$ cat config.mk
export PLATFORM = sky130hd
export DESIGN_NAME = fp_addsub_pipe
export DESIGN_NICKNAME = d
export VERILOG_FILES = /design/src/rtl/fpas_pkg.sv /design/src/rtl/fpas_zero_stage.sv /design/src/rtl/fpas_align_stage.sv /design/src/rtl/fpas_addsub_stage.sv /design/src/rtl/fpas_norm_stage.sv /design/src/rtl/fp_addsub_pipe.sv
export SDC_FILE = /design/constraint.sdc
export NUM_CORES = 1
export LEC_CHECK = 0
export ABC_AREA = 1
export BUFFER_PORTS_ARGS = -buffer_cell sky130_fd_sc_hd__clkbuf_2
export CORE_ASPECT_RATIO = 0.7
export CORE_MARGIN = 2
export CORE_UTILIZATION = 62
export DETAILED_ROUTE_END_ITERATION = 12
export MAX_ROUTING_LAYER = met4
export PLACE_DENSITY = 0.81
export SETUP_SLACK_MARGIN = 0.02
export SLEW_MARGIN = 20
export SYNTH_ARGS = -nofsm -noshare
export SYNTH_HDL_FRONTEND = slang
export SYNTH_SLANG_ARGS = --single-unit
$ cat constraint.sdc
create_clock -name clk -period 6 [get_ports clk]
set_clock_uncertainty 0.1 [all_clocks]
set_input_delay 1.2 -clock clk [delete_from_list [all_inputs] [get_ports clk]]
set_output_delay 1.2 -clock clk [all_outputs]
set_load 0.05 [all_outputs]
$ cat src/rtl/fpas_pkg.sv
package fpas_pkg;

    localparam int EXP_W       = 8;
    localparam int FRAC_W      = 23;
    localparam int MANT_W      = FRAC_W + 1;
    localparam int WORD_W      = 1 + EXP_W + FRAC_W;
    localparam int LZ_W        = $clog2(MANT_W + 1);
    localparam int FLUSH_SHIFT = MANT_W + 1;
    localparam int ST_W        = 4;

    localparam int ST_ZERO = 0;
    localparam int ST_OVF  = 1;
    localparam int ST_UNF  = 2;
    localparam int ST_BYP  = 3;

    localparam logic [EXP_W-1:0] EXP_TOP = '1;

    typedef struct packed {
        logic              sign;
        logic [EXP_W-1:0]  exp;
        logic [FRAC_W-1:0] frac;
    } fp_word_t;

    typedef enum logic [1:0] {
        PATH_ARITH  = 2'd0,
        PATH_PASS_A = 2'd1,
        PATH_PASS_B = 2'd2,
        PATH_ZERO   = 2'd3
    } path_e;

    // after zero detection
    typedef struct packed {
        logic     valid;
        path_e    path;
        fp_word_t a;
        fp_word_t b;
    } zc_t;

    // after alignment
    typedef struct packed {
        logic              valid;
        path_e             path;
        fp_word_t          pass;
        logic              sa;
        logic              sb;
        logic [EXP_W-1:0]  exp;
        logic [MANT_W-1:0] ma;
        logic [MANT_W-1:0] mb;
    } al_t;

    // after add/sub: mant carries one extra bit above the hidden one
    typedef struct packed {
        logic              valid;
        path_e             path;
        fp_word_t          pass;
        logic              sign;
        logic [EXP_W-1:0]  exp;
        logic [MANT_W:0]   mant;
        logic              norm;
    } as_t;

    function automatic logic [LZ_W-1:0] lead_zeros(input logic [MANT_W-1:0] m);
        logic [LZ_W-1:0] n;
        n = LZ_W'(MANT_W);
        for (int i = 0; i < MANT_W; i++) begin
            if (m[i]) n = LZ_W'(MANT_W - 1 - i);
        end
        return n;
    endfunction

    function automatic logic is_zero_word(input fp_word_t w);
        return (w.exp == '0);
    endfunction

endpackage

$ cat src/rtl/fpas_zero_stage.sv
module fpas_zero_stage
    import fpas_pkg::*;
(
    input  logic              clk,
    input  logic              rst,
    input  logic              in_valid,
    input  logic              op_sub,
    input  logic [WORD_W-1:0] opnd_a,
    input  logic [WORD_W-1:0] opnd_b,
    output zc_t               q
);
    fp_word_t a_w;
    fp_word_t b_w;
    path_e    path_d;

    always_comb begin
        a_w      = fp_word_t'(opnd_a);
        b_w      = fp_word_t'(opnd_b);
        b_w.sign = b_w.sign ^ op_sub;
        unique case ({is_zero_word(a_w), is_zero_word(b_w)})
            2'b11:   path_d = PATH_ZERO;
            2'b10:   path_d = PATH_PASS_B;
            2'b01:   path_d = PATH_PASS_A;
            default: path_d = PATH_ARITH;
        endcase
    end

    always_ff @(posedge clk) begin
        if (rst) begin
            q <= '0;
        end else begin
            q.valid <= in_valid;
            if (in_valid) begin
                q.path <= path_d;
                q.a    <= a_w;
                q.b    <= b_w;
            end
        end
    end
endmodule

$ cat src/rtl/fpas_align_stage.sv
module fpas_align_stage
    import fpas_pkg::*;
(
    input  logic clk,
    input  logic rst,
    input  zc_t  d,
    output al_t  q
);
    logic              a_zero;
    logic              b_zero;
    logic              a_big;
    logic [EXP_W-1:0]  diff;
    logic [MANT_W-1:0] full_a;
    logic [MANT_W-1:0] full_b;
    logic [MANT_W-1:0] small_sh;
    fp_word_t          pass_d;

    always_comb begin
        a_zero = (d.path == PATH_PASS_B) || (d.path == PATH_ZERO);
        b_zero = (d.path == PATH_PASS_A) || (d.path == PATH_ZERO);
        full_a = {~a_zero, d.a.frac};
        full_b = {~b_zero, d.b.frac};
        a_big  = (d.a.exp >= d.b.exp);
        diff   = a_big ? (d.a.exp - d.b.exp) : (d.b.exp - d.a.exp);
        if (diff >= EXP_W'(FLUSH_SHIFT))
            small_sh = '0;
        else
            small_sh = (a_big ? full_b : full_a) >> diff;
        unique case (d.path)
            PATH_PASS_A: pass_d = d.a;
            PATH_PASS_B: pass_d = d.b;
            default:     pass_d = '0;
        endcase
    end

    always_ff @(posedge clk) begin
        if (rst) begin
            q <= '0;
        end else begin
            q.valid <= d.valid;
            if (d.valid) begin
                q.path <= d.path;
                q.pass <= pass_d;
                q.sa   <= d.a.sign;
                q.sb   <= d.b.sign;
                q.exp  <= a_big ? d.a.exp : d.b.exp;
                q.ma   <= a_big ? full_a : small_sh;
                q.mb   <= a_big ? small_sh : full_b;
            end
        end
    end
endmodule

$ cat src/rtl/fpas_addsub_stage.sv
module fpas_addsub_stage
    import fpas_pkg::*;
(
    input  logic clk,
    input  logic rst,
    input  al_t  d,
    output as_t  q
);
    logic [MANT_W:0] mant_d;
    logic            sign_d;

    always_comb begin
        if (d.sa == d.sb) begin
            mant_d = {1'b0, d.ma} + {1'b0, d.mb};
            sign_d = d.sa;
        end else if (d.ma >= d.mb) begin
            mant_d = {1'b0, d.ma} - {1'b0, d.mb};
            sign_d = (d.ma == d.mb) ? 1'b0 : d.sa;
        end else begin
            mant_d = {1'b0, d.mb} - {1'b0, d.ma};
            sign_d = d.sb;
        end
    end

    always_ff @(posedge clk) begin
        if (rst) begin
            q <= '0;
        end else begin
            q.valid <= d.valid;
            if (d.valid) begin
                q.path <= d.path;
                q.pass <= d.pass;
                q.exp  <= d.exp;
                q.mant <= mant_d;
                q.sign <= sign_d;
                q.norm <= (d.path == PATH_ARITH);
            end
        end
    end
endmodule

$ cat src/rtl/fpas_norm_stage.sv
module fpas_norm_stage
    import fpas_pkg::*;
(
    input  logic              clk,
    input  logic              rst,
    input  as_t               d,
    output logic              out_valid,
    output logic [WORD_W-1:0] result,
    output logic [ST_W-1:0]   status
);
    logic [EXP_W:0]          exp_inc;
    logic [LZ_W-1:0]         lz;
    logic [MANT_W-1:0]       shifted;
    logic signed [EXP_W+1:0] exp_dec;
    fp_word_t                res_d;
    logic [ST_W-1:0]         st_d;

    always_comb begin
        exp_inc = {1'b0, d.exp} + (EXP_W+1)'(1);
        lz      = lead_zeros(d.mant[MANT_W-1:0]);
        shifted = d.mant[MANT_W-1:0] << lz;
        exp_dec = $signed({2'b00, d.exp}) - $signed({{(EXP_W+2-LZ_W){1'b0}}, lz});
        res_d   = '0;
        st_d    = '0;
        if (!d.norm) begin
            st_d[ST_BYP] = 1'b1;
            if (d.path == PATH_ZERO) st_d[ST_ZERO] = 1'b1;
            else                     res_d = d.pass;
        end else if (d.mant == '0) begin
            st_d[ST_ZERO] = 1'b1;
        end else if (d.mant[MANT_W]) begin
            if (exp_inc >= {1'b0, EXP_TOP}) begin
                res_d.sign   = d.sign;
                res_d.exp    = EXP_TOP;
                st_d[ST_OVF] = 1'b1;
            end else begin
                res_d.sign = d.sign;
                res_d.exp  = exp_inc[EXP_W-1:0];
                res_d.frac = d.mant[MANT_W-1:1];
            end
        end else begin
            if (exp_dec[EXP_W+1] || (exp_dec == '0)) begin
                st_d[ST_UNF]  = 1'b1;
                st_d[ST_ZERO] = 1'b1;
            end else begin
                res_d.sign = d.sign;
                res_d.exp  = exp_dec[EXP_W-1:0];
                res_d.frac = shifted[FRAC_W-1:0];
            end
        end
    end

    always_ff @(posedge clk) begin
        if (rst) begin
            out_valid <= 1'b0;
            result    <= '0;
            status    <= '0;
        end else begin
            out_valid <= d.valid;
            if (d.valid) begin
                result <= res_d;
                status <= st_d;
            end
        end
    end
endmodule

$ cat src/rtl/fp_addsub_pipe.sv
module fp_addsub_pipe
    import fpas_pkg::*;
(
    input  logic              clk,
    input  logic              rst,
    input  logic              in_valid,
    input  logic              op_sub,
    input  logic [WORD_W-1:0] opnd_a,
    input  logic [WORD_W-1:0] opnd_b,
    output logic              out_valid,
    output logic [WORD_W-1:0] result,
    output logic [ST_W-1:0]   status
);
    zc_t s1;
    al_t s2;
    as_t s3;

    fpas_zero_stage u_zero (
        .clk(clk), .rst(rst), .in_valid(in_valid), .op_sub(op_sub),
        .opnd_a(opnd_a), .opnd_b(opnd_b), .q(s1)
    );

    fpas_align_stage u_align (.clk(clk), .rst(rst), .d(s1), .q(s2));

    fpas_addsub_stage u_addsub (.clk(clk), .rst(rst), .d(s2), .q(s3));

    fpas_norm_stage u_norm (
        .clk(clk), .rst(rst), .d(s3),
        .out_valid(out_valid), .result(result), .status(status)
    );
endmodule

==> results.cfg <==
[final_layout]
nets = 2962
layout.cells.non_filler = 3188
drive_gt1_frac = 0.07367
area_delta_synth_final_pct = 8.222
final_area_sq_um = 19430
n_antenna_cell = 0

[die]
core_area_sq_um = 28690
num_rows = 52
die_h_um = 146.4
die_w_um = 207.4
io_pins = 105
fp.dieArea_sq_um = 30360
initial_utilization = 0.6259

[synth]
synth_top_family_by_area = compound AO/OA/AOI/OAI gates
synth-async-reset-ratio = 0
syn-num-nets = 2985
synth_compound_area_frac = 0.2664
synth_area_sq_um = 17960
ys_types = 48
syn_inst = 2813
ys_ff_latch = 267
yosysSeqAreaShare = 0.2977
yosysWarnings = 0
synth_xor_area_frac = 0.02474
synthMuxAreaShare = 0.001115
avgSynthCellArea_sq_um = 6.384
ys.flop_type = dfxtp_1
synth_adder_area_share = 0.07497
synth-simple-area-share = 0.2341
synth_edf_count = 0

[clocking]
post_cts_buffers = 0
postCtsHoldBufs = 0
htree_levels = 1
clock_sinks = 267
root_buffer = clkbuf_16
cts_tree = yes
clock_latency_ns = 0.60
cts.clk_slew.worst_paths_ns = 0.06
cts_resized = 0
numCtsBuffers = 28
clock_path_buffers = 3

[worst_setup_path]
r2r-end = u_norm.result[3]
crit_arrival_ns = 5.86
rr_startpoint = u_addsub.q[21]
r2r_cells = 22
cp-start-kind = flop
cp_data_required_time_ns = 6.39
criticalPathCategory = reg -> reg
worst_setup_path_end_kind = flop
r2r_slack_ns = 0.52
cp_max_fo = 11

[global_route]
antenna_found_initial = 0
grt_pass1_wl_mm = 97.94
grt_max_degree = 104
grt_pass1_vias = 17830
grt_overflow = 0
grt_usage = 0.4124

[timing]
setup-violations-final = 0
tightest_slew_ns = 1.069
timing.final.crit_share = 0.9125
maxSlewViolCount = 0
fmax_ghz = 0.1826
hold_violations = 0
rsz0062_at_grt = no
fin_crit_ns = 5.475
slew_headroom = 0.2876
setup_tns_ns = 0

[job]
cap_viol_max_count = 0

[placement]
gp_routability_congestion = 1.082
placed_cell_area_sq_um = 18460
io_buffer_count = 104
place_inst = 3138
dpl.hpwl_mm = 47.51

[status]
outcome = complete, no violations

[drt]
antenna_left = 0
first_pass_iters = 6
wire_per_inst_um = 19.65
wl_mm = 62.63
dr.first_iter.drc_count = 2758
via_per_inst = 6.269
vias = 19990
drc = 0

[power_and_ir_drop]
p_per_area_nw_per_um2 = 343.2
power.leakage_uw = 0.008848
ir_drop_mv = 0.2755

[worst_hold_path]
hold_end = u_norm.status[0]
min_from = u_norm.status[0]
hold_class = reg -> reg
holdPathStages = 2
[layer usage]
metal	up-vias	wire [um]	global-route usage
li1	9326	-	-
met1	9301	26830	0.5779
met2	1200	25720	0.5792
met3	159	7920	0.1045
met4	0	2159	0.1289
met5	-	0	-
[critical path: stages (launching register included)]
cell	delay [ns]
dfxtp_1	0.37
nor4_1	0.34
buf_4	0.22
inv_1	0.07
nor2_1	0.24
clkinv_1	0.31
nor2_2	0.38
nor2_2	0.17
ha_1	0.36
nand2_1	0.09
nor2_1	0.04
a211oi_1	0.30
nor2_1	0.08
nor3_1	0.32
xor2_1	0.24
o31ai_1	0.09
nand2_1	0.26
inv_1	0.14
nor2_1	0.42
inv_1	0.32
o31ai_1	0.29
nand3_1	0.10
a21oi_1	0.16
[cell usage in the layout, fill, tap and decap left out, types with 14 or more instances in the layout]
cell type and count:
clkbuf_2 103, o211ai_1 44, a31oi_1 20, nand3_1 190, nor3_1 14, nor2_1 201
o21ai_1 22, clkbuf_16 28, o22ai_1 42, o21ai_0 309, inv_1 280, xor2_1 44
buf_4 27, a21oi_1 392, ha_1 98, dfxtp_1 267, nand2_1 602
[layout make-up]
cell class	instances	area (sq um)
clock buffer	35	767.0
clock inverter	15	198.9
tap	378	473.0
inverter	292	1099
multi-input combinational	2071	10830
timing repair buffer	130	718.2
sequential	267	5345
fill	2571	9259
[power breakdown]
part / internal (uW) / total, uW / switching, uW / leakage [uW]
sequential: 1870 / 1970 / 98.6 / 0.00218
combinational: 822 / 2890 / 2060 / 0.00619
clock: 1040 / 1810 / 770 / 0.000470
[synth_stat cells, types with 5 or more instances]
cell / instances / area, sq um
a211oi_1: 8 / 60.06
a21oi_1: 392 / 1962
a31oi_1: 20 / 125.1
buf_1: 16 / 60.06
buf_2: 19 / 95.09
clkbuf_1: 146 / 548.0
dfxtp_1: 267 / 5345
fa_1: 6 / 120.1
ha_1: 98 / 1226
inv_1: 283 / 1062
inv_2: 5 / 18.77
nand2_1: 602 / 2260
nand3_1: 191 / 955.9
nand4_1: 8 / 50.05
nor2_1: 202 / 758.2
nor3_1: 14 / 70.07
nor4_1: 6 / 37.54
o211ai_1: 44 / 330.3
o21ai_0: 309 / 1546
o21ai_1: 22 / 110.1
o21bai_1: 5 / 37.54
o221ai_1: 9 / 78.83
o22ai_1: 42 / 262.8
o31ai_1: 5 / 37.54
xor2_1: 45 / 394.1
[flip-flops by register name (all words and copies together) (netlist names)]
signal,flops
u_align.q,93
u_addsub.q,70
u_zero.q,67
u_norm.result,32
u_norm.status,4
u_norm.out_valid,1
[kinds of logic after synthesis]
logic type / after synthesis
AOI/OAI and AO/OA: 882
xor gates and xnor gates: 49
adders and majority gates: 104
buffers and inverters: 475
DFF: 267
muxes: 2
and+or+nand+nor: 1034
[through the flow]
stage | hold slack (ns) | setup WS, ns | total power [uW] | utilization
6_report | 0.3666 | 0.5248 | 6670 | 0.6773
5_1_grt | 0.3870 | 0.03189 | 6995 | 0.6773
4_1_cts | 0.3685 | 0.7513 | 6529 | 0.6769
3_5_place_dp | 0.3592 | 0.7943 | 4735 | 0.6432
3_3_place_gp | 0.3544 | 0.8288 | 4711 | 0.6432
2_1_floorplan | 0.3422 | 1.341 | 3970 | -
[how the worst max path moves through the flow]
stage                         from           endpoint  slack, ns  cells past startpoint
finish              u_addsub.q[21]   u_norm.result[3]       0.52                     22
global route         u_addsub.q[2]  u_norm.result[10]       0.03                     40
CTS                   u_zero.q[28]      u_align.q[17]       0.75                     22
detailed placement   u_addsub.q[2]   u_norm.result[6]       0.79                     38
global placement     u_addsub.q[2]   u_norm.result[3]       0.83                     38
floorplan           u_addsub.q[21]   u_norm.result[3]       1.34                     23
Power figures use the tool's default switching activity.
